`config.mk`:
```
export PLATFORM = sky130hd
export DESIGN_NAME = mw_erase_ctrl
export DESIGN_NICKNAME = d
export VERILOG_FILES = /design/src/rtl/mw_erase_pkg.sv /design/src/rtl/mw_erase_ctl.sv /design/src/rtl/mw_erase_dp.sv /design/src/rtl/mw_erase_ctrl.sv
export SDC_FILE = /design/constraint.sdc
export NUM_CORES = 1
export LEC_CHECK = 0
export BUFFER_PORTS_ARGS = -buffer_cell sky130_fd_sc_hd__buf_2
export CORE_MARGIN = 10
export CORE_UTILIZATION = 25
export DETAILED_ROUTE_END_ITERATION = 10
export GPL_TIMING_DRIVEN = 0
export PLACE_DENSITY = 0.36
export SLEW_MARGIN = 20
export SYNTH_ARGS = -nofsm -noshare
export SYNTH_HDL_FRONTEND = slang
export SYNTH_SLANG_ARGS = --single-unit
```
`constraint.sdc`:
```
create_clock -name clk -period 4 [get_ports clk]
set_clock_uncertainty 0.15 [all_clocks]
set_input_delay 0.8 -clock clk [delete_from_list [all_inputs] [get_ports clk]]
set_output_delay 0.8 -clock clk [all_outputs]
set_load 0.005 [all_outputs]
```
`src/rtl/mw_erase_pkg.sv`:
```
package mw_erase_pkg;
  // Strobes from the command control to the erase datapath
  typedef struct packed {
    logic eraseGo;    // start a timed erase at eraseAddr
    logic statusClr;  // drop the pending status
  } ctlStrobe_t;

  localparam logic [1:0] OP_ERASE = 2'b11;
endpackage

```
`src/rtl/mw_erase_ctl.sv`:
```
module mw_erase_ctl
  import mw_erase_pkg::*;
#(
  parameter int ADDR_W   = 6,
  parameter int CSL_MIN  = 6,
  parameter bit CLK_TRIG = 1'b0
) (
  input  logic              clk,
  input  logic              rstN,
  input  logic              csIn,
  input  logic              sclkIn,
  input  logic              diIn,
  input  logic              busy,
  input  logic              pending,
  output ctlStrobe_t        strobe,
  output logic [ADDR_W-1:0] eraseAddr,
  output logic              doData,
  output logic              doEn
);
  localparam int CNT_W = $clog2(ADDR_W + 3);
  localparam logic [CNT_W-1:0] LAST_BIT = CNT_W'(ADDR_W + 1);
  localparam int LOW_W = $clog2(CSL_MIN + 1);
  localparam logic [LOW_W-1:0] LOW_MAX = LOW_W'(CSL_MIN);

  logic [1:0] csQ, sclkQ, diQ;
  logic csPrev, sclkPrev;
  logic csS, sclkS, diS;
  logic csRise, csFall, sclkRise;
  logic inFrame, frameDone, statusShow;
  logic [CNT_W-1:0] bitCnt;
  logic [1:0] opQ;
  logic [ADDR_W-1:0] addrQ;
  logic [LOW_W-1:0] csLowCnt;
  logic eraseGo, takeBit;

  assign csS      = csQ[1];
  assign sclkS    = sclkQ[1];
  assign diS      = diQ[1];
  assign csRise   = csS & ~csPrev;
  assign csFall   = ~csS & csPrev;
  assign sclkRise = sclkS & ~sclkPrev;
  assign takeBit  = sclkRise & csS & ~busy;

  // The address includes the bit arriving now when the erase starts on a clock edge
  assign eraseAddr = frameDone ? addrQ : {addrQ[ADDR_W-2:0], diS};

  generate
    if (CLK_TRIG) begin : g_clkTrig
      assign eraseGo = takeBit & inFrame & ~frameDone &
                       (bitCnt == LAST_BIT) & (opQ == OP_ERASE);
    end else begin : g_csTrig
      assign eraseGo = csFall & frameDone & ~busy & (opQ == OP_ERASE);
    end
  endgenerate

  assign strobe.eraseGo   = eraseGo;
  assign strobe.statusClr = csFall & inFrame & ~frameDone & ~busy;

  always_ff @(posedge clk) begin
    if (!rstN) begin
      csQ <= '0; sclkQ <= '0; diQ <= '0;
      csPrev <= 1'b0; sclkPrev <= 1'b0;
      inFrame <= 1'b0; frameDone <= 1'b0; statusShow <= 1'b0;
      bitCnt <= '0; opQ <= '0; addrQ <= '0; csLowCnt <= '0;
    end else begin
      csQ      <= {csQ[0], csIn};
      sclkQ    <= {sclkQ[0], sclkIn};
      diQ      <= {diQ[0], diIn};
      csPrev   <= csS;
      sclkPrev <= sclkS;

      if (csS)                   csLowCnt <= '0;
      else if (csLowCnt != LOW_MAX) csLowCnt <= csLowCnt + 1'b1;

      if (csFall) begin
        inFrame    <= 1'b0;
        frameDone  <= 1'b0;
        statusShow <= 1'b0;
      end else if (csRise) begin
        statusShow <= pending & (csLowCnt >= LOW_MAX);
      end else if (takeBit) begin
        if (!inFrame) begin
          if (diS) begin
            inFrame    <= 1'b1;
            bitCnt     <= '0;
            statusShow <= 1'b0;
          end
        end else if (!frameDone) begin
          if (bitCnt < CNT_W'(2)) opQ <= {opQ[0], diS};
          else                    addrQ <= {addrQ[ADDR_W-2:0], diS};
          bitCnt <= bitCnt + 1'b1;
          if (bitCnt == LAST_BIT) frameDone <= 1'b1;
        end
      end
    end
  end

  assign doEn   = csS & statusShow;
  assign doData = doEn & ~busy;

  a_r10_hiz_after_cs_fall: assert property (@(posedge clk) disable iff (!rstN)
    $fell(csS) |=> !doEn);
  a_r7_status_needs_pending: assert property (@(posedge clk) disable iff (!rstN)
    doEn |-> pending);
  a_r6_no_go_while_busy: assert property (@(posedge clk) disable iff (!rstN)
    strobe.eraseGo |-> !busy);
endmodule

```
`src/rtl/mw_erase_dp.sv`:
```
module mw_erase_dp
  import mw_erase_pkg::*;
#(
  parameter int ADDR_W       = 6,
  parameter int DATA_W       = 16,
  parameter int ERASE_CYCLES = 200
) (
  input  logic              clk,
  input  logic              rstN,
  input  ctlStrobe_t        strobe,
  input  logic [ADDR_W-1:0] eraseAddr,
  input  logic [ADDR_W-1:0] rdAddr,
  output logic [DATA_W-1:0] rdData,
  output logic              busy,
  output logic              pending
);
  localparam int WORDS = 1 << ADDR_W;
  localparam int TMR_W = $clog2(ERASE_CYCLES + 1);
  localparam logic [TMR_W-1:0] TMR_LOAD = TMR_W'(ERASE_CYCLES - 1);

  logic [DATA_W-1:0] memQ [WORDS];
  logic [TMR_W-1:0]  tmrQ;
  logic [ADDR_W-1:0] addrL;
  logic              busyQ, pendingQ;

  always_ff @(posedge clk) begin
    if (!rstN) begin
      for (int i = 0; i < WORDS; i++) memQ[i] <= '0;
      tmrQ <= '0; addrL <= '0; busyQ <= 1'b0; pendingQ <= 1'b0;
    end else begin
      if (strobe.eraseGo && !busyQ) begin
        busyQ    <= 1'b1;
        tmrQ     <= TMR_LOAD;
        addrL    <= eraseAddr;
        pendingQ <= 1'b1;
      end else begin
        if (strobe.statusClr) pendingQ <= 1'b0;
        if (busyQ) begin
          if (tmrQ == '0) begin
            busyQ       <= 1'b0;
            memQ[addrL] <= '1;
          end else begin
            tmrQ <= tmrQ - 1'b1;
          end
        end
      end
    end
  end

  assign rdData  = memQ[rdAddr];
  assign busy    = busyQ;
  assign pending = pendingQ;

  a_r3_erase_fills_word: assert property (@(posedge clk) disable iff (!rstN)
    $fell(busyQ) |-> (memQ[addrL] == '1));
  a_r7_busy_keeps_pending: assert property (@(posedge clk) disable iff (!rstN)
    busyQ |-> pendingQ);
endmodule

```
`src/rtl/mw_erase_ctrl.sv`:
```
module mw_erase_ctrl
  import mw_erase_pkg::*;
#(
  parameter int ADDR_W       = 6,
  parameter int DATA_W       = 16,
  parameter int ERASE_CYCLES = 200,
  parameter int CSL_MIN      = 6,
  parameter bit CLK_TRIG     = 1'b0
) (
  input  logic              clk,
  input  logic              rstN,
  input  logic              csIn,
  input  logic              sclkIn,
  input  logic              diIn,
  output logic              doData,
  output logic              doEn,
  input  logic [ADDR_W-1:0] rdAddr,
  output logic [DATA_W-1:0] rdData
);
  ctlStrobe_t        strobe;
  logic [ADDR_W-1:0] eraseAddr;
  logic              busy, pending;

  mw_erase_ctl #(.ADDR_W(ADDR_W), .CSL_MIN(CSL_MIN), .CLK_TRIG(CLK_TRIG)) u_ctl (
    .clk(clk), .rstN(rstN), .csIn(csIn), .sclkIn(sclkIn), .diIn(diIn),
    .busy(busy), .pending(pending), .strobe(strobe), .eraseAddr(eraseAddr),
    .doData(doData), .doEn(doEn)
  );

  mw_erase_dp #(.ADDR_W(ADDR_W), .DATA_W(DATA_W), .ERASE_CYCLES(ERASE_CYCLES)) u_dp (
    .clk(clk), .rstN(rstN), .strobe(strobe), .eraseAddr(eraseAddr),
    .rdAddr(rdAddr), .rdData(rdData), .busy(busy), .pending(pending)
  );
endmodule

```
==> report_table.html, run 1 <==
<table>
<tr><th>Metric</th><th>Value</th></tr>
<tr><th colspan="2">Run status</th></tr>
<tr><td>Run status</td><td>completed</td></tr>
<tr><th colspan="2">Setup path</th></tr>
<tr><td>Critical path peak fanout</td><td>16</td></tr>
<tr><td>Origin of the critical flop-to-flop path</td><td>u_dp.tmrQ[0]$_SDFFE_PN0P_</td></tr>
<tr><td>Cell depth of the worst flop-to-flop path</td><td>7</td></tr>
<tr><td>Type of the setup path with the least slack</td><td>input port to primary output</td></tr>
<tr><td>Crit start category</td><td>input port</td></tr>
<tr><td>Required arrival time at the worst endpoint</td><td>about 3.1 ns</td></tr>
<tr><td>Crit end category</td><td>primary output</td></tr>
<tr><td>R2r endpoint</td><td>u_dp.memQ[58][14]$_SDFFE_PP1N_</td></tr>
<tr><td>Worst-case register-to-register setup slack</td><td>around 1.4 ns</td></tr>
<tr><td>Data arrival time at the worst-slack endpoint</td><td>between 2 and 3 ns</td></tr>
<tr><th colspan="2">Timing</th></tr>
<tr><td>Max transition margin</td><td>45.4%</td></tr>
<tr><td>Max-slew violation total from the final report</td><td>0</td></tr>
<tr><td>Minimum setup slack in the final design</td><td>0.137 ns</td></tr>
<tr><td>Setup-violating endpoint count in the final report</td><td>0</td></tr>
<tr><td>Fin. Hold Viols</td><td>0</td></tr>
<tr><td>Period minus WS final</td><td>3.86 ns</td></tr>
<tr><td>Setup tns final</td><td>0 ns</td></tr>
<tr><td>Tightest hold margin</td><td>0.285 ns</td></tr>
<tr><td>Actual transition at the worst max-transition pin</td><td>0.818 ns</td></tr>
<tr><td>Period utilization</td><td>between 90% and 100%</td></tr>
<tr><td>Maximum achievable frequency</td><td>approximately 260 MHz</td></tr>
<tr><td>Unrepaired setup endpoints after global routing</td><td>no</td></tr>
<tr><th colspan="2">Route</th></tr>
<tr><td>Met2 WL</td><td>5740 um</td></tr>
<tr><td>Post-DR vias/cell</td><td>approximately 4.7</td></tr>
<tr><td>Met1 Routed Length</td><td>6040 um</td></tr>
<tr><td>Average wire per cell in the routed design</td><td>16.7 um</td></tr>
<tr><td>Met3 wirelength from detailed routing</td><td>530 um</td></tr>
<tr><td>Top layer in use</td><td>met4</td></tr>
<tr><td>Total iterations of the first detailed-routing run</td><td>4</td></tr>
<tr><td>Total via count after detailed routing</td><td>about 3.5k</td></tr>
<tr><td>Final wirelength</td><td>~12000 um</td></tr>
<tr><td>DRC violation count after routing</td><td>0</td></tr>
<tr><td>First-iteration detailed-routing DRC count</td><td>approximately 150</td></tr>
<tr><td>Antenna-violating nets left</td><td>0</td></tr>
<tr><th colspan="2">Synth</th></tr>
<tr><td>Flip-flop and latch count after synthesis</td><td>roughly 110</td></tr>
<tr><td>Main flop type after synthesis</td><td>dfxtp_1</td></tr>
<tr><td>Yosys cell types</td><td>56</td></tr>
<tr><td>Post-synthesis cell type with the largest combined area</td><td>dfxtp_1</td></tr>
<tr><td>Post-Syn Area</td><td>4660 sq um</td></tr>
<tr><td>Fraction of synthesis flops using an asynchronous set or reset pin</td><td>0%</td></tr>
<tr><td>Post-synth EDFFs</td><td>0</td></tr>
<tr><td>Top cells by area, synth</td><td>dfxtp_1 46%, mux4_2 8.2%, a22o_1 4.9%, nand2_1 4.6%, o21ai_0 2.6%</td></tr>
<tr><td>Average cell area after synthesis</td><td>9.83 sq um</td></tr>
<tr><td>Sequential share of the synthesized area</td><td>45.5%</td></tr>
<tr><td>Cells after synthesis</td><td>474</td></tr>
<tr><td>Share of the synthesized area in the top cell type</td><td>45.5%</td></tr>
<tr><td>Synth warnings</td><td>0</td></tr>
<tr><td>Syn_nets</td><td>492</td></tr>
<tr><th colspan="2">Pwr</th></tr>
<tr><td>Combinational group share of total power</td><td>4.9%</td></tr>
<tr><td>Worst vdd rail ir drop</td><td>just over 0.0002 V</td></tr>
<tr><td>Portion of total power attributed to the clock network</td><td>43.7%</td></tr>
<tr><td>Power share of the sequential group</td><td>51.4%</td></tr>
<tr><td>Cell-internal power</td><td>1.61 mW</td></tr>
<tr><td>Net Switching</td><td>461 uW</td></tr>
<tr><td>Areal power density over the cells</td><td>384 nW/um^2</td></tr>
<tr><td>Sw Share</td><td>~22%</td></tr>
<tr><td>Leakage power figure</td><td>slightly below 2 nW</td></tr>
<tr><th colspan="2">Min path</th></tr>
<tr><td>Hold Path Stages</td><td>1</td></tr>
<tr><td>Endpoint of the worst hold path</td><td>u_ctl.csQ[1]$_SDFF_PN0_</td></tr>
<tr><td>Hold WC Path Type</td><td>flop to flop</td></tr>
<tr><td>HP Start</td><td>u_ctl.csQ[0]$_SDFF_PN0_</td></tr>
<tr><th colspan="2">Die</th></tr>
<tr><td>Initial standard-cell utilization of the core</td><td>25.7%</td></tr>
<tr><td># IOs</td><td>29</td></tr>
<tr><td>Die outline area</td><td>24500 sq um</td></tr>
<tr><td>Die height</td><td>157 um</td></tr>
<tr><td>Die extent in x</td><td>157 um</td></tr>
<tr><td>Total core area</td><td>18100 sq um</td></tr>
<tr><td>Row count</td><td>49</td></tr>
<tr><th colspan="2">GRT</th></tr>
<tr><td>Overall overflow remaining after global route</td><td>0</td></tr>
<tr><td>Wire length of the first global-routing pass</td><td>19900 um</td></tr>
<tr><td>Largest net degree at the start of global routing</td><td>18</td></tr>
<tr><td>Antenna violations before repair</td><td>0</td></tr>
<tr><td>Vias in the first global route</td><td>roughly 3.4k</td></tr>
<tr><td>Global routing usage summed across all routing layers</td><td>a little over a tenth</td></tr>
<tr><th colspan="2">Finish</th></tr>
<tr><td>Fillers</td><td>1929</td></tr>
<tr><td>Final standard cell utilization of the core</td><td>between 20 and 30%</td></tr>
<tr><td>N_diodes</td><td>0</td></tr>
<tr><td>Ratio of cells with drive above 1 in the final layout</td><td>20.0%</td></tr>
<tr><td>Layout Cells excl Fill</td><td>744</td></tr>
<tr><td>Net total in the final layout</td><td>528</td></tr>
<tr><td>Area Growth Syn to Fin</td><td>15.7%</td></tr>
<tr><th colspan="2">Placed design</th></tr>
<tr><td>Port buffer count</td><td>26</td></tr>
<tr><td>Instance count after placement with tap cells included</td><td>729</td></tr>
<tr><td>Worst Setup Slack post-DPL</td><td>-0.572 ns</td></tr>
<tr><td>Final estimated routing congestion in global placement</td><td>0.727</td></tr>
<tr><td>HPWL Detailed</td><td>around 9300 um</td></tr>
<tr><th colspan="2">Clock network</th></tr>
<tr><td>Clk_lat worst skew</td><td>0.35 ns</td></tr>
<tr><td>Sinks on the clock net</td><td>106</td></tr>
<tr><td>Clock tree from TritonCTS</td><td>done</td></tr>
<tr><td>Number of setup buffers added after CTS</td><td>0</td></tr>
<tr><td>Clock slew at the register clock pins of the worst setup and hold paths</td><td>0.07 ns</td></tr>
<tr><td>Cell chosen for the clock root</td><td>clkbuf_16</td></tr>
<tr><td>Max Root-Sink Buffers</td><td>2</td></tr>
<tr><td>Number of buffers created by CTS</td><td>9</td></tr>
<tr><td>Number of levels in the clock H-tree</td><td>3</td></tr>
<tr><th colspan="2">Run</th></tr>
<tr><td>Reported max-cap violation count</td><td>0</td></tr>
</table>
-- logic make-up after synthesis --
kind of cell    synth area share, %
xor+xnor                      0.940
simple gates                   20.8
flops                          45.5
buf+inv                        5.53
mux                            10.1
compound gates                 15.2
fa+ha+maj                      1.88
-- registers in the layout (all words and copies together) (netlist names) --
| register | flops |
|---|---|
| u_dp.tmrQ | 8 |
| u_ctl.statusShow | 1 |
| u_ctl.diQ | 2 |
| u_ctl.opQ | 2 |
| u_ctl.csLowCnt | 3 |
| u_ctl.sclkPrev | 1 |
| u_dp.addrL | 6 |
| u_ctl.sclkQ | 2 |
| u_ctl.bitCnt | 4 |
| u_ctl.addrQ | 6 |
| u_ctl.inFrame | 1 |
| u_ctl.frameDone | 1 |
| u_ctl.csQ | 2 |
| u_ctl.csPrev | 1 |
| u_dp.pending | 1 |
| u_dp.busy | 1 |
| u_dp.memQ | 64 |
-- timing repair --
item | 4_1_cts | 5_1_grt
setup endpoints to repair | 16 | 15
gates resized for setup | 6 | 1
hold buffers | 0 | 0
-- cell usage in the layout (no fill, tap or decap), types with 2 or more instances in the layout --
| cell | netlist | layout |
|---|---|---|
| nor2b_1 | 16 | 16 |
| or3b_2 | 4 | 4 |
| nor3b_1 | 6 | 6 |
| nand3b_1 | 4 | 4 |
| nand4_1 | 2 | 2 |
| ha_1 | 7 | 7 |
| nand2b_1 | 3 | 3 |
| nand2_1 | 57 | 57 |
| nor3_1 | 5 | 5 |
| a22oi_1 | 2 | 2 |
| or3_1 | 4 | 4 |
| or2_2 | 7 | 7 |
| nand3_1 | 8 | 8 |
| mux4_2 | 17 | 17 |
| o31a_1 | 2 | 2 |
| or4_1 | 3 | 3 |
| o21ai_0 | 24 | 24 |
| a21boi_0 | 7 | 7 |
| inv_1 | 9 | 9 |
| clkbuf_16 | 0 | 9 |
| clkbuf_4 | 0 | 3 |
| a21oi_1 | 6 | 6 |
| xnor2_1 | 2 | 2 |
| xor2_1 | 3 | 3 |
| and2_1 | 12 | 12 |
| mux2i_1 | 9 | 9 |
| o211ai_1 | 3 | 3 |
| o21ai_1 | 7 | 7 |
| clkbuf_1 | 22 | 20 |
| o2111ai_1 | 4 | 4 |
| o31ai_1 | 2 | 2 |
| nor2_1 | 32 | 32 |
| a22o_1 | 26 | 26 |
| and4b_1 | 2 | 2 |
| o21ai_2 | 8 | 8 |
| buf_2 | 2 | 28 |
| nor4_1 | 6 | 6 |
| buf_4 | 15 | 15 |
| clkinv_4 | 0 | 2 |
| dfxtp_1 | 106 | 106 |
-- how the worst max path moves through the flow --
| stage | from | endpoint | slack, ns | depth (start not counted) |
|---|---|---|---|---|
| after floorplan | rdAddr[2] | rdData[10] | 0.14 | 7 |
| after global placement | rdAddr[2] | rdData[5] | -0.52 | 8 |
| after detailed placement | rdAddr[2] | rdData[4] | -0.57 | 8 |
| after CTS | rdAddr[2] | rdData[4] | 0.08 | 7 |
| after global routing | rdAddr[1] | rdData[5] | 0.02 | 8 |
| final | rdAddr[2] | rdData[4] | 0.14 | 7 |
-- metrics by stage --
stage          instance area (sq um)  total power [mW]
3_3_place_gp                    5080              1.19
3_5_place_dp                    5080              1.19
5_1_grt                         5390              2.16
4_1_cts                         5390              2.11
2_1_floorplan                   4660              1.15
6_report                        5390              2.07
-- power by group through the flow --
stage	clock, mW	combinational [mW]	sequential, mW
detailed placement	0	0.104	1.09
global route	0.981	0.113	1.07
CTS	0.943	0.104	1.06
finish	0.907	0.101	1.06
floorplan	0	0.0636	1.09
global placement	0	0.103	1.09
-- metal layers --
layer  GRT usage (%)  vias to the layer above
li1                -                     1764
met1            13.6                     1661
met2            16.7                       53
met3            3.15                        8
met4            2.88                        0
met5               0                        -
-- cell type report --
cell class | count | area, sq um | share of cell area (%)
Tap cell | 229 | 287 | 5.32
Inverter | 9 | 33.8 | 0.627
Buffer | 41 | 231 | 4.29
Clock buffer | 11 | 243 | 4.50
Sequential cell | 106 | 2120 | 39.4
Clock inverter | 5 | 61.3 | 1.14
Timing Repair Buffer | 26 | 130 | 2.41
Multi-Input combinational cell | 317 | 2280 | 42.3
-- critical path, stage by stage --
cell	delay, ns
clkbuf_4	0.21
mux4_2	0.52
mux4_2	0.49
or2_2	0.28
a32o_2	0.32
buf_4	0.16
buf_2	0.12
-- cell usage after synthesis, types with 8 or more instances --
| cell | count |
|---|---|
| a22o_1 | 26 |
| and2_1 | 12 |
| buf_4 | 15 |
| clkbuf_1 | 22 |
| dfxtp_1 | 106 |
| inv_1 | 9 |
| mux2i_1 | 9 |
| mux4_2 | 17 |
| nand2_1 | 57 |
| nand3_1 | 8 |
| nor2_1 | 32 |
| nor2b_1 | 16 |
| o21ai_0 | 24 |
| o21ai_2 | 8 |
Power figures use the tool's default switching activity.
==> run 2: changes to the inputs <==
--- a/config.mk
+++ b/config.mk
@@ -6,6 +6,7 @@
 export NUM_CORES = 1
 export LEC_CHECK = 0
 export BUFFER_PORTS_ARGS = -buffer_cell sky130_fd_sc_hd__buf_2
+export CORE_ASPECT_RATIO = 0.5
 export CORE_MARGIN = 10
 export CORE_UTILIZATION = 25
 export DETAILED_ROUTE_END_ITERATION = 10
==> run 2 against run 1 <==
Net effect:
- count of clock-buffer cells in the layout down 1
- critical path type unchanged
- routed wire length up 1.8%
- worst hold slack better by 0.00062 ns
- die area up 1.4%
- highest routed layer unchanged
- sequential cell count unchanged
- fmax decreased by 1.1%
- largest cell class unchanged
- largest power group unchanged
- power rose by 0.30%
- sequential power hardly changed
- first-iteration DRC count increased by 5.2%
- register-to-register slack hardly changed
- combinational power about the same
- global-route usage increased by 0.27 points
==> report_table.html, run 2 (same netlist as run 1, synthesis figures left out) <==
<table>
<tr><th>Metric</th><th>Value</th></tr>
<tr><th colspan="2">Setup path</th></tr>
<tr><td>Most frequent CP cell</td><td>mux4_2 (unchanged)</td></tr>
<tr><td>Max stage delay on crit path</td><td>0.53 ns (was 0.52 ns)</td></tr>
<tr><td>Type of the setup path with the least slack</td><td>input port to primary output (unchanged)</td></tr>
<tr><td>Crit start category</td><td>input port (unchanged)</td></tr>
<tr><td>Required arrival time at the worst endpoint</td><td>3.05 ns (about the same)</td></tr>
<tr><td>Slowest cell on crit path</td><td>mux4_2 (unchanged)</td></tr>
<tr><td>Data arrival time at the worst-slack endpoint</td><td>2.96 ns (was 2.91 ns)</td></tr>
<tr><td>Critical path peak fanout</td><td>16 (unchanged)</td></tr>
<tr><td>Crit end category</td><td>primary output (unchanged)</td></tr>
<tr><td>CP cell instances</td><td>clkbuf_4 -&gt; mux4_2 -&gt; mux4_2 -&gt; or2_2 -&gt; a32o_2 -&gt; buf_4 -&gt; buf_2 (unchanged)</td></tr>
<tr><th colspan="2">GRT</th></tr>
<tr><td>Antenna violations before repair</td><td>0 (unchanged)</td></tr>
<tr><td>Wire length of the first global-routing pass</td><td>20600 um (was 19900 um)</td></tr>
<tr><td>Vias in the first global route</td><td>3375 (was 3394)</td></tr>
<tr><td>Global routing usage summed across all routing layers</td><td>10.8% (was 10.5%)</td></tr>
<tr><td>Overall overflow remaining after global route</td><td>0 (unchanged)</td></tr>
<tr><td>Largest net degree at the start of global routing</td><td>18 (unchanged)</td></tr>
<tr><th colspan="2">Timing</th></tr>
<tr><td>Tightest hold margin</td><td>0.286 ns (was 0.285 ns)</td></tr>
<tr><td>Period minus WS final</td><td>3.91 ns (was 3.86 ns)</td></tr>
<tr><td>Setup-violating endpoint count in the final report</td><td>0 (unchanged)</td></tr>
<tr><td>Actual transition at the worst max-transition pin</td><td>0.977 ns (was 0.818 ns)</td></tr>
<tr><td>Max-slew violation total from the final report</td><td>0 (unchanged)</td></tr>
<tr><td>Fin. Hold Viols</td><td>0 (unchanged)</td></tr>
<tr><td>Maximum achievable frequency</td><td>256 MHz (was 259 MHz)</td></tr>
<tr><td>Unrepaired setup endpoints after global routing</td><td>no (unchanged)</td></tr>
<tr><td>Period utilization</td><td>97.6% (was 96.6%)</td></tr>
<tr><td>Max transition margin</td><td>34.8% (was 45.4%)</td></tr>
<tr><th colspan="2">Finish</th></tr>
<tr><td>Most common library cell in the layout ignoring fill and taps</td><td>dfxtp_1 (unchanged)</td></tr>
<tr><td>Registers with the highest flip-flop counts</td><td>u_dp.memQ (64), u_dp.tmrQ (8) (unchanged)</td></tr>
<tr><td>Most frequent cells in the layout</td><td>106 x dfxtp_1, 57 x nand2_1, 32 x nor2_1 (unchanged)</td></tr>
<tr><td>Fillers</td><td>1922 (was 1929)</td></tr>
<tr><td>Area Growth Syn to Fin</td><td>15.9% (was 15.7%)</td></tr>
<tr><td>Largest Register</td><td>u_dp.memQ (unchanged)</td></tr>
<tr><td>Ratio of cells with drive above 1 in the final layout</td><td>20.0% (about the same)</td></tr>
<tr><td>Net total in the final layout</td><td>528 (unchanged)</td></tr>
<tr><td>Max FFs per register</td><td>64 (unchanged)</td></tr>
<tr><td>Reg area</td><td>2120 sq um (unchanged)</td></tr>
<tr><td>Footprint of the multi-input gates</td><td>2280 sq um (unchanged)</td></tr>
<tr><td>Final cell area excluding filler cells</td><td>5400 sq um (was 5390 sq um)</td></tr>
<tr><td>N_diodes</td><td>0 (unchanged)</td></tr>
<tr><th colspan="2">Route</th></tr>
<tr><td>Antenna-violating nets left</td><td>0 (unchanged)</td></tr>
<tr><td>First-iteration detailed-routing DRC count</td><td>162 (was 154)</td></tr>
<tr><td>Total via count after detailed routing</td><td>3470 (was 3486)</td></tr>
<tr><td>Post-DR vias/cell</td><td>4.60 (was 4.69)</td></tr>
<tr><td>Total iterations of the first detailed-routing run</td><td>4 (unchanged)</td></tr>
<tr><td>DRC violation count after routing</td><td>0 (unchanged)</td></tr>
<tr><td>Final wirelength</td><td>12700 um (was 12400 um)</td></tr>
<tr><td>Average wire per cell in the routed design</td><td>16.8 um (was 16.7 um)</td></tr>
<tr><th colspan="2">Placed design</th></tr>
<tr><td>HPWL Detailed</td><td>9260 um (was 9290 um)</td></tr>
<tr><td>Post-place instance area</td><td>5090 sq um (was 5080 sq um)</td></tr>
<tr><td>Final estimated routing congestion in global placement</td><td>0.735 (was 0.727)</td></tr>
<tr><td>Port buffer count</td><td>26 (unchanged)</td></tr>
<tr><th colspan="2">Die</th></tr>
<tr><td>Die extent in x</td><td>213 um (was 157 um)</td></tr>
<tr><td>Total core area</td><td>18300 sq um (was 18100 sq um)</td></tr>
<tr><td>Die outline area</td><td>24800 sq um (was 24500 sq um)</td></tr>
<tr><td>Initial standard-cell utilization of the core</td><td>25.4% (was 25.7%)</td></tr>
<tr><td>Die height</td><td>117 um (was 157 um)</td></tr>
<tr><td>Row count</td><td>35 (was 49)</td></tr>
<tr><td># IOs</td><td>29 (unchanged)</td></tr>
<tr><th colspan="2">Clock network</th></tr>
<tr><td>Number of levels in the clock H-tree</td><td>3 (unchanged)</td></tr>
<tr><td>PostCTS Resize Cnt</td><td>6 (unchanged)</td></tr>
<tr><td>Sinks on the clock net</td><td>106 (unchanged)</td></tr>
<tr><td>Number of setup buffers added after CTS</td><td>0 (unchanged)</td></tr>
<tr><td>Clock slew at the register clock pins of the worst setup and hold paths</td><td>0.07 ns (about the same)</td></tr>
<tr><td>Max Root-Sink Buffers</td><td>2 (unchanged)</td></tr>
<tr><td>Number of buffers created by CTS</td><td>9 (unchanged)</td></tr>
<tr><td>Clock tree from TritonCTS</td><td>done (unchanged)</td></tr>
<tr><td>Cts hold-fix bufs</td><td>0 (unchanged)</td></tr>
<tr><td>Clk_lat worst skew</td><td>0.35 ns (about the same)</td></tr>
<tr><td>Cell chosen for the clock root</td><td>clkbuf_16 (unchanged)</td></tr>
<tr><th colspan="2">Run status</th></tr>
<tr><td>Run status</td><td>completed (unchanged)</td></tr>
<tr><th colspan="2">Run</th></tr>
<tr><td>Reported max-cap violation count</td><td>0 (unchanged)</td></tr>
<tr><th colspan="2">Pwr</th></tr>
<tr><td>Worst vdd rail ir drop</td><td>0.000165 V (was 0.000205 V)</td></tr>
<tr><td>Leakage power figure</td><td>1.91 nW (was 1.93 nW)</td></tr>
<tr><td>Areal power density over the cells</td><td>385 nW/um^2 (was 384 nW/um^2)</td></tr>
<tr><th colspan="2">Min path</th></tr>
<tr><td>Hold WC Path Type</td><td>flop to flop (unchanged)</td></tr>
</table>
## run 2: cell types whose count changed in the layout (fill, tap and decap cells not counted)
cell / before / now
clkinvlp_4: 0 / 3
clkbuf_1: 20 / 19
clkinv_4: 2 / 0
inv_8: 0 / 1
clkbuf_4: 3 / 2
clkinv_2: 1 / 0
buf_2: 28 / 29
inv_6: 1 / 0
## run 2: worst max-delay path, delay by kind of cell
kind            cells  cell delay [ns]
buf+inv             3             0.51
simple gates        1             0.29
compound gates      1             0.32
mux                 2             1.04
## run 2: power by group
part	total [mW]	switching (mW)	internal (mW)	leakage [nW]
combinational	0.102	0.0574	0.0448	0.920
clock	0.912	0.408	0.504	0.139
sequential	1.06	0.00439	1.06	0.855
## run 2: area by class of cell
cell class              instances  area share, %
flip-flops and latches        106           39.3
clock buffers                  10           4.43
plain buffers                  41           4.24
well taps                     240           5.56
inverters                       9          0.626
multi-input cells             317           42.3
clock inverters                 5           1.18
repair buffers                 26           2.41
## run 2: routing by layer
metal / GRT usage (%) / part of all wire [%]
met1: 15.0 / 52
met2: 16.4 / 43
met3: 2.54 / 4.6
met4: 2.79 / 0.85
met5: 0 / 0
## run 2: path summary, 6_finish.rpt
path,startpoint,to,cells past startpoint,slack [ns]
worst min-delay path,u_ctl.csQ[0]$_SDFF_PN0_,u_ctl.csQ[1]$_SDFF_PN0_,1,0.29
worst max-delay path,rdAddr[2],rdData[4],7,0.09
worst min register to register,u_ctl.csQ[0]$_SDFF_PN0_,u_ctl.csQ[1]$_SDFF_PN0_,1,0.29
worst max register to register,u_dp.tmrQ[0]$_SDFFE_PN0P_,u_dp.memQ[44][14]$_SDFFE_PP1N_,7,1.42
## run 2: per-stage QoR
stage / worst slack, ns / utilization, % / instances / power, mW / setup TNS (ns)
after floorplan: 0.138 / - / 474 / 1.15 / 0
after global placement: -0.671 / 27.7 / 740 / 1.19 / -10.59
after detailed placement: -0.672 / 27.7 / 740 / 1.19 / -10.58
after CTS: 0.0848 / 29.4 / 754 / 2.12 / 0
after global routing: 0.00692 / 29.4 / 754 / 2.17 / 0
final: 0.0941 / 29.4 / 754 / 2.08 / 0
==> run 3: changes to the inputs <==
--- a/config.mk
+++ b/config.mk
@@ -10,7 +10,6 @@
 export CORE_MARGIN = 10
 export CORE_UTILIZATION = 25
 export DETAILED_ROUTE_END_ITERATION = 10
-export GPL_TIMING_DRIVEN = 0
 export PLACE_DENSITY = 0.36
 export SLEW_MARGIN = 20
 export SYNTH_ARGS = -nofsm -noshare
==> run 3 against run 2 <==
Net effect:
- critical endpoint is now rdData[14]
- die area is the same
- sequential share of layout area grew 1.6 points
- via count shrank 4.3%
- first-iteration DRC count shrank 20%
- worst hold slack gained 0.0049 ns
- utilization shrank 1.1 points
- global-route usage shrank 1.5 points
- count of clock-buffer cells in the layout grew 1
- sequential power is essentially flat
- cell count shrank 4.8%
- fmax grew 4.9%
==> report_table.html, run 3 (same netlist as run 1, synthesis figures left out) <==
<table>
<tr><th>Metric</th><th>Value</th></tr>
<tr><th colspan="2">Timing</th></tr>
<tr><td>Max-slew violation total from the final report</td><td>0 (unchanged)</td></tr>
<tr><td>Period utilization</td><td>93.1% (was 97.6%)</td></tr>
<tr><td>Actual transition at the worst max-transition pin</td><td>1.03 ns (was 0.977 ns)</td></tr>
<tr><td>Max transition margin</td><td>31.0% (was 34.8%)</td></tr>
<tr><td>Maximum achievable frequency</td><td>269 MHz (was 256 MHz)</td></tr>
<tr><td>Unrepaired setup endpoints after global routing</td><td>no (unchanged)</td></tr>
<tr><td>Fin. Hold Viols</td><td>0 (unchanged)</td></tr>
<tr><td>Setup tns final</td><td>0 ns (unchanged)</td></tr>
<tr><td>Setup-violating endpoint count in the final report</td><td>0 (unchanged)</td></tr>
<tr><td>Period minus WS final</td><td>3.72 ns (was 3.91 ns)</td></tr>
<tr><td>Tightest hold margin</td><td>0.291 ns (was 0.286 ns)</td></tr>
<tr><th colspan="2">Pwr</th></tr>
<tr><td>Areal power density over the cells</td><td>393 nW/um^2 (was 385 nW/um^2)</td></tr>
<tr><td>Leakage power figure</td><td>1.81 nW (was 1.91 nW)</td></tr>
<tr><td>Worst vdd rail ir drop</td><td>0.000181 V (was 0.000165 V)</td></tr>
<tr><th colspan="2">Route</th></tr>
<tr><td>DRC violation count after routing</td><td>0 (unchanged)</td></tr>
<tr><td>Total via count after detailed routing</td><td>3321 (was 3470)</td></tr>
<tr><td>Average wire per cell in the routed design</td><td>15.7 um (was 16.8 um)</td></tr>
<tr><td>Met1 Routed Length</td><td>6010 um (was 6550 um)</td></tr>
<tr><td>First-iteration detailed-routing DRC count</td><td>130 (was 162)</td></tr>
<tr><td>Met3 wirelength from detailed routing</td><td>424 um (was 583 um)</td></tr>
<tr><td>Met2 WL</td><td>4720 um (was 5430 um)</td></tr>
<tr><td>Post-DR vias/cell</td><td>4.63 (was 4.60)</td></tr>
<tr><td>Final wirelength</td><td>11300 um (was 12700 um)</td></tr>
<tr><td>Total iterations of the first detailed-routing run</td><td>4 (unchanged)</td></tr>
<tr><td>Top layer in use</td><td>met4 (unchanged)</td></tr>
<tr><td>Antenna-violating nets left</td><td>0 (unchanged)</td></tr>
<tr><th colspan="2">Run</th></tr>
<tr><td>Reported max-cap violation count</td><td>0 (unchanged)</td></tr>
<tr><th colspan="2">Min path</th></tr>
<tr><td>Hold WC Path Type</td><td>flop to flop (unchanged)</td></tr>
<tr><th colspan="2">Placed design</th></tr>
<tr><td>Port buffer count</td><td>28 (was 26)</td></tr>
<tr><td>Final estimated routing congestion in global placement</td><td>0.697 (was 0.735)</td></tr>
<tr><td>HPWL Detailed</td><td>8020 um (was 9260 um)</td></tr>
<tr><th colspan="2">GRT</th></tr>
<tr><td>Antenna violations before repair</td><td>0 (unchanged)</td></tr>
<tr><td>Global routing usage summed across all routing layers</td><td>9.33% (was 10.8%)</td></tr>
<tr><td>Wire length of the first global-routing pass</td><td>18300 um (was 20600 um)</td></tr>
<tr><td>Overall overflow remaining after global route</td><td>0 (unchanged)</td></tr>
<tr><td>Vias in the first global route</td><td>3221 (was 3375)</td></tr>
<tr><td>Largest net degree at the start of global routing</td><td>101 (was 18)</td></tr>
<tr><th colspan="2">Setup path</th></tr>
<tr><td>Data arrival time at the worst-slack endpoint</td><td>2.77 ns (was 2.96 ns)</td></tr>
<tr><td>Required arrival time at the worst endpoint</td><td>3.05 ns (about the same)</td></tr>
<tr><td>Critical path peak fanout</td><td>16 (unchanged)</td></tr>
<tr><td>Crit start category</td><td>input port (unchanged)</td></tr>
<tr><td>Type of the setup path with the least slack</td><td>input port to primary output (unchanged)</td></tr>
<tr><td>Crit end category</td><td>primary output (unchanged)</td></tr>
<tr><th colspan="2">Clock network</th></tr>
<tr><td>Number of setup buffers added after CTS</td><td>0 (unchanged)</td></tr>
<tr><td>Sinks on the clock net</td><td>106 (unchanged)</td></tr>
<tr><td>Max Root-Sink Buffers</td><td>2 (unchanged)</td></tr>
<tr><td>Cell chosen for the clock root</td><td>clkbuf_16 (unchanged)</td></tr>
<tr><td>Clock tree from TritonCTS</td><td>done (unchanged)</td></tr>
<tr><td>Cts hold-fix bufs</td><td>0 (unchanged)</td></tr>
<tr><td>Number of buffers created by CTS</td><td>9 (unchanged)</td></tr>
<tr><td>Number of levels in the clock H-tree</td><td>3 (unchanged)</td></tr>
<tr><td>PostCTS Resize Cnt</td><td>0 (was 6)</td></tr>
<tr><td>Clock slew at the register clock pins of the worst setup and hold paths</td><td>0.07 ns (about the same)</td></tr>
<tr><td>Clk_lat worst skew</td><td>0.35 ns (about the same)</td></tr>
<tr><th colspan="2">Finish</th></tr>
<tr><td>Most common library cell in the layout ignoring fill and taps</td><td>dfxtp_1 (unchanged)</td></tr>
<tr><td>Largest Register</td><td>u_dp.memQ (unchanged)</td></tr>
<tr><td>Reg area</td><td>2120 sq um (unchanged)</td></tr>
<tr><td>Most frequent cells in the layout</td><td>106 x dfxtp_1, 57 x nand2_1, 32 x nor2_1 (unchanged)</td></tr>
<tr><td>Max FFs per register</td><td>64 (unchanged)</td></tr>
<tr><td>Ratio of cells with drive above 1 in the final layout</td><td>17.8% (was 20.0%)</td></tr>
<tr><td>Area Growth Syn to Fin</td><td>11.4% (was 15.9%)</td></tr>
<tr><td>Net total in the final layout</td><td>492 (was 528)</td></tr>
<tr><td>Footprint of the multi-input gates</td><td>2280 sq um (about the same)</td></tr>
<tr><td>Fillers</td><td>1915 (was 1922)</td></tr>
<tr><td>N_diodes</td><td>0 (unchanged)</td></tr>
<tr><td>Registers with the highest flip-flop counts</td><td>u_dp.memQ (64), u_dp.tmrQ (8) (unchanged)</td></tr>
<tr><th colspan="2">Die</th></tr>
<tr><td>Total core area</td><td>18300 sq um (unchanged)</td></tr>
<tr><td>Initial standard-cell utilization of the core</td><td>25.4% (unchanged)</td></tr>
<tr><td># IOs</td><td>29 (unchanged)</td></tr>
<tr><td>Die extent in x</td><td>213 um (unchanged)</td></tr>
<tr><td>Row count</td><td>35 (unchanged)</td></tr>
<tr><td>Die height</td><td>117 um (unchanged)</td></tr>
<tr><td>Die outline area</td><td>24800 sq um (unchanged)</td></tr>
<tr><th colspan="2">Run status</th></tr>
<tr><td>Run status</td><td>completed (unchanged)</td></tr>
</table>
-- run 3: cell count changes in the layout (fill, tap and decap cells not counted), moves of 2 or more --
cell	change
buf_4	-12
clkbuf_1	-18
clkbuf_4	-2
clkinvlp_4	-2
-- run 3: critical path, cell delays in order --
cell	delay (ns)
buf_2	0.17
mux4_2	0.52
mux4_2	0.48
or2_2	0.28
a32o_1	0.33
buf_2	0.18
-- run 3: area by class of cell --
cell class,count,share of cell area (%)
tap,240,5.78
inverter,9,0.650
timing repair buffer,31,3.13
clock inverter,4,0.988
clock buffer,11,4.67
sequential,106,40.9
multi-input combinational,317,43.9
-- run 3: metrics by stage --
| stage | instance area (sq um) | instances | setup slack (ns) | power, mW | util, % |
|---|---|---|---|---|---|
| 2_1_floorplan | 4660 | 474 | 0.138 | 1.15 | - |
| 3_3_place_gp | 4900 | 703 | 0.308 | 1.17 | 26.7 |
| 3_5_place_dp | 4900 | 703 | 0.253 | 1.17 | 26.7 |
| 4_1_cts | 5190 | 718 | 0.252 | 2.08 | 28.3 |
| 5_1_grt | 5190 | 718 | 0.136 | 2.12 | 28.3 |
| 6_report | 5190 | 718 | 0.278 | 2.04 | 28.3 |
-- run 3: layer usage --
metal  global-route usage (%)  vias up
met5                        0        -
met4                     2.55        0
met3                     2.01        9
met2                     14.2       54
met1                     13.0     1575
li1                         -     1683
-- run 3: report_power, final --
| group | switching, mW | leakage [nW] | internal, mW | total, mW |
|---|---|---|---|---|
| Combinational | 0.0463 | 0.809 | 0.0316 | 0.0779 |
| Clock | 0.399 | 0.142 | 0.501 | 0.901 |
| Sequential | 0.00456 | 0.855 | 1.06 | 1.06 |
-- run 3: worst paths after layout --
path / startpoint / to / slack [ns] / cells after the start
max: rdAddr[2] / rdData[14] / 0.28 / 6
min: u_ctl.sclkQ[0]$_SDFF_PN0_ / u_ctl.sclkQ[1]$_SDFF_PN0_ / 0.29 / 1
min reg2reg: u_ctl.sclkQ[0]$_SDFF_PN0_ / u_ctl.sclkQ[1]$_SDFF_PN0_ / 0.29 / 1
max reg2reg: u_dp.tmrQ[0]$_SDFFE_PN0P_ / u_dp.memQ[19][14]$_SDFFE_PP1N_ / 1.25 / 6
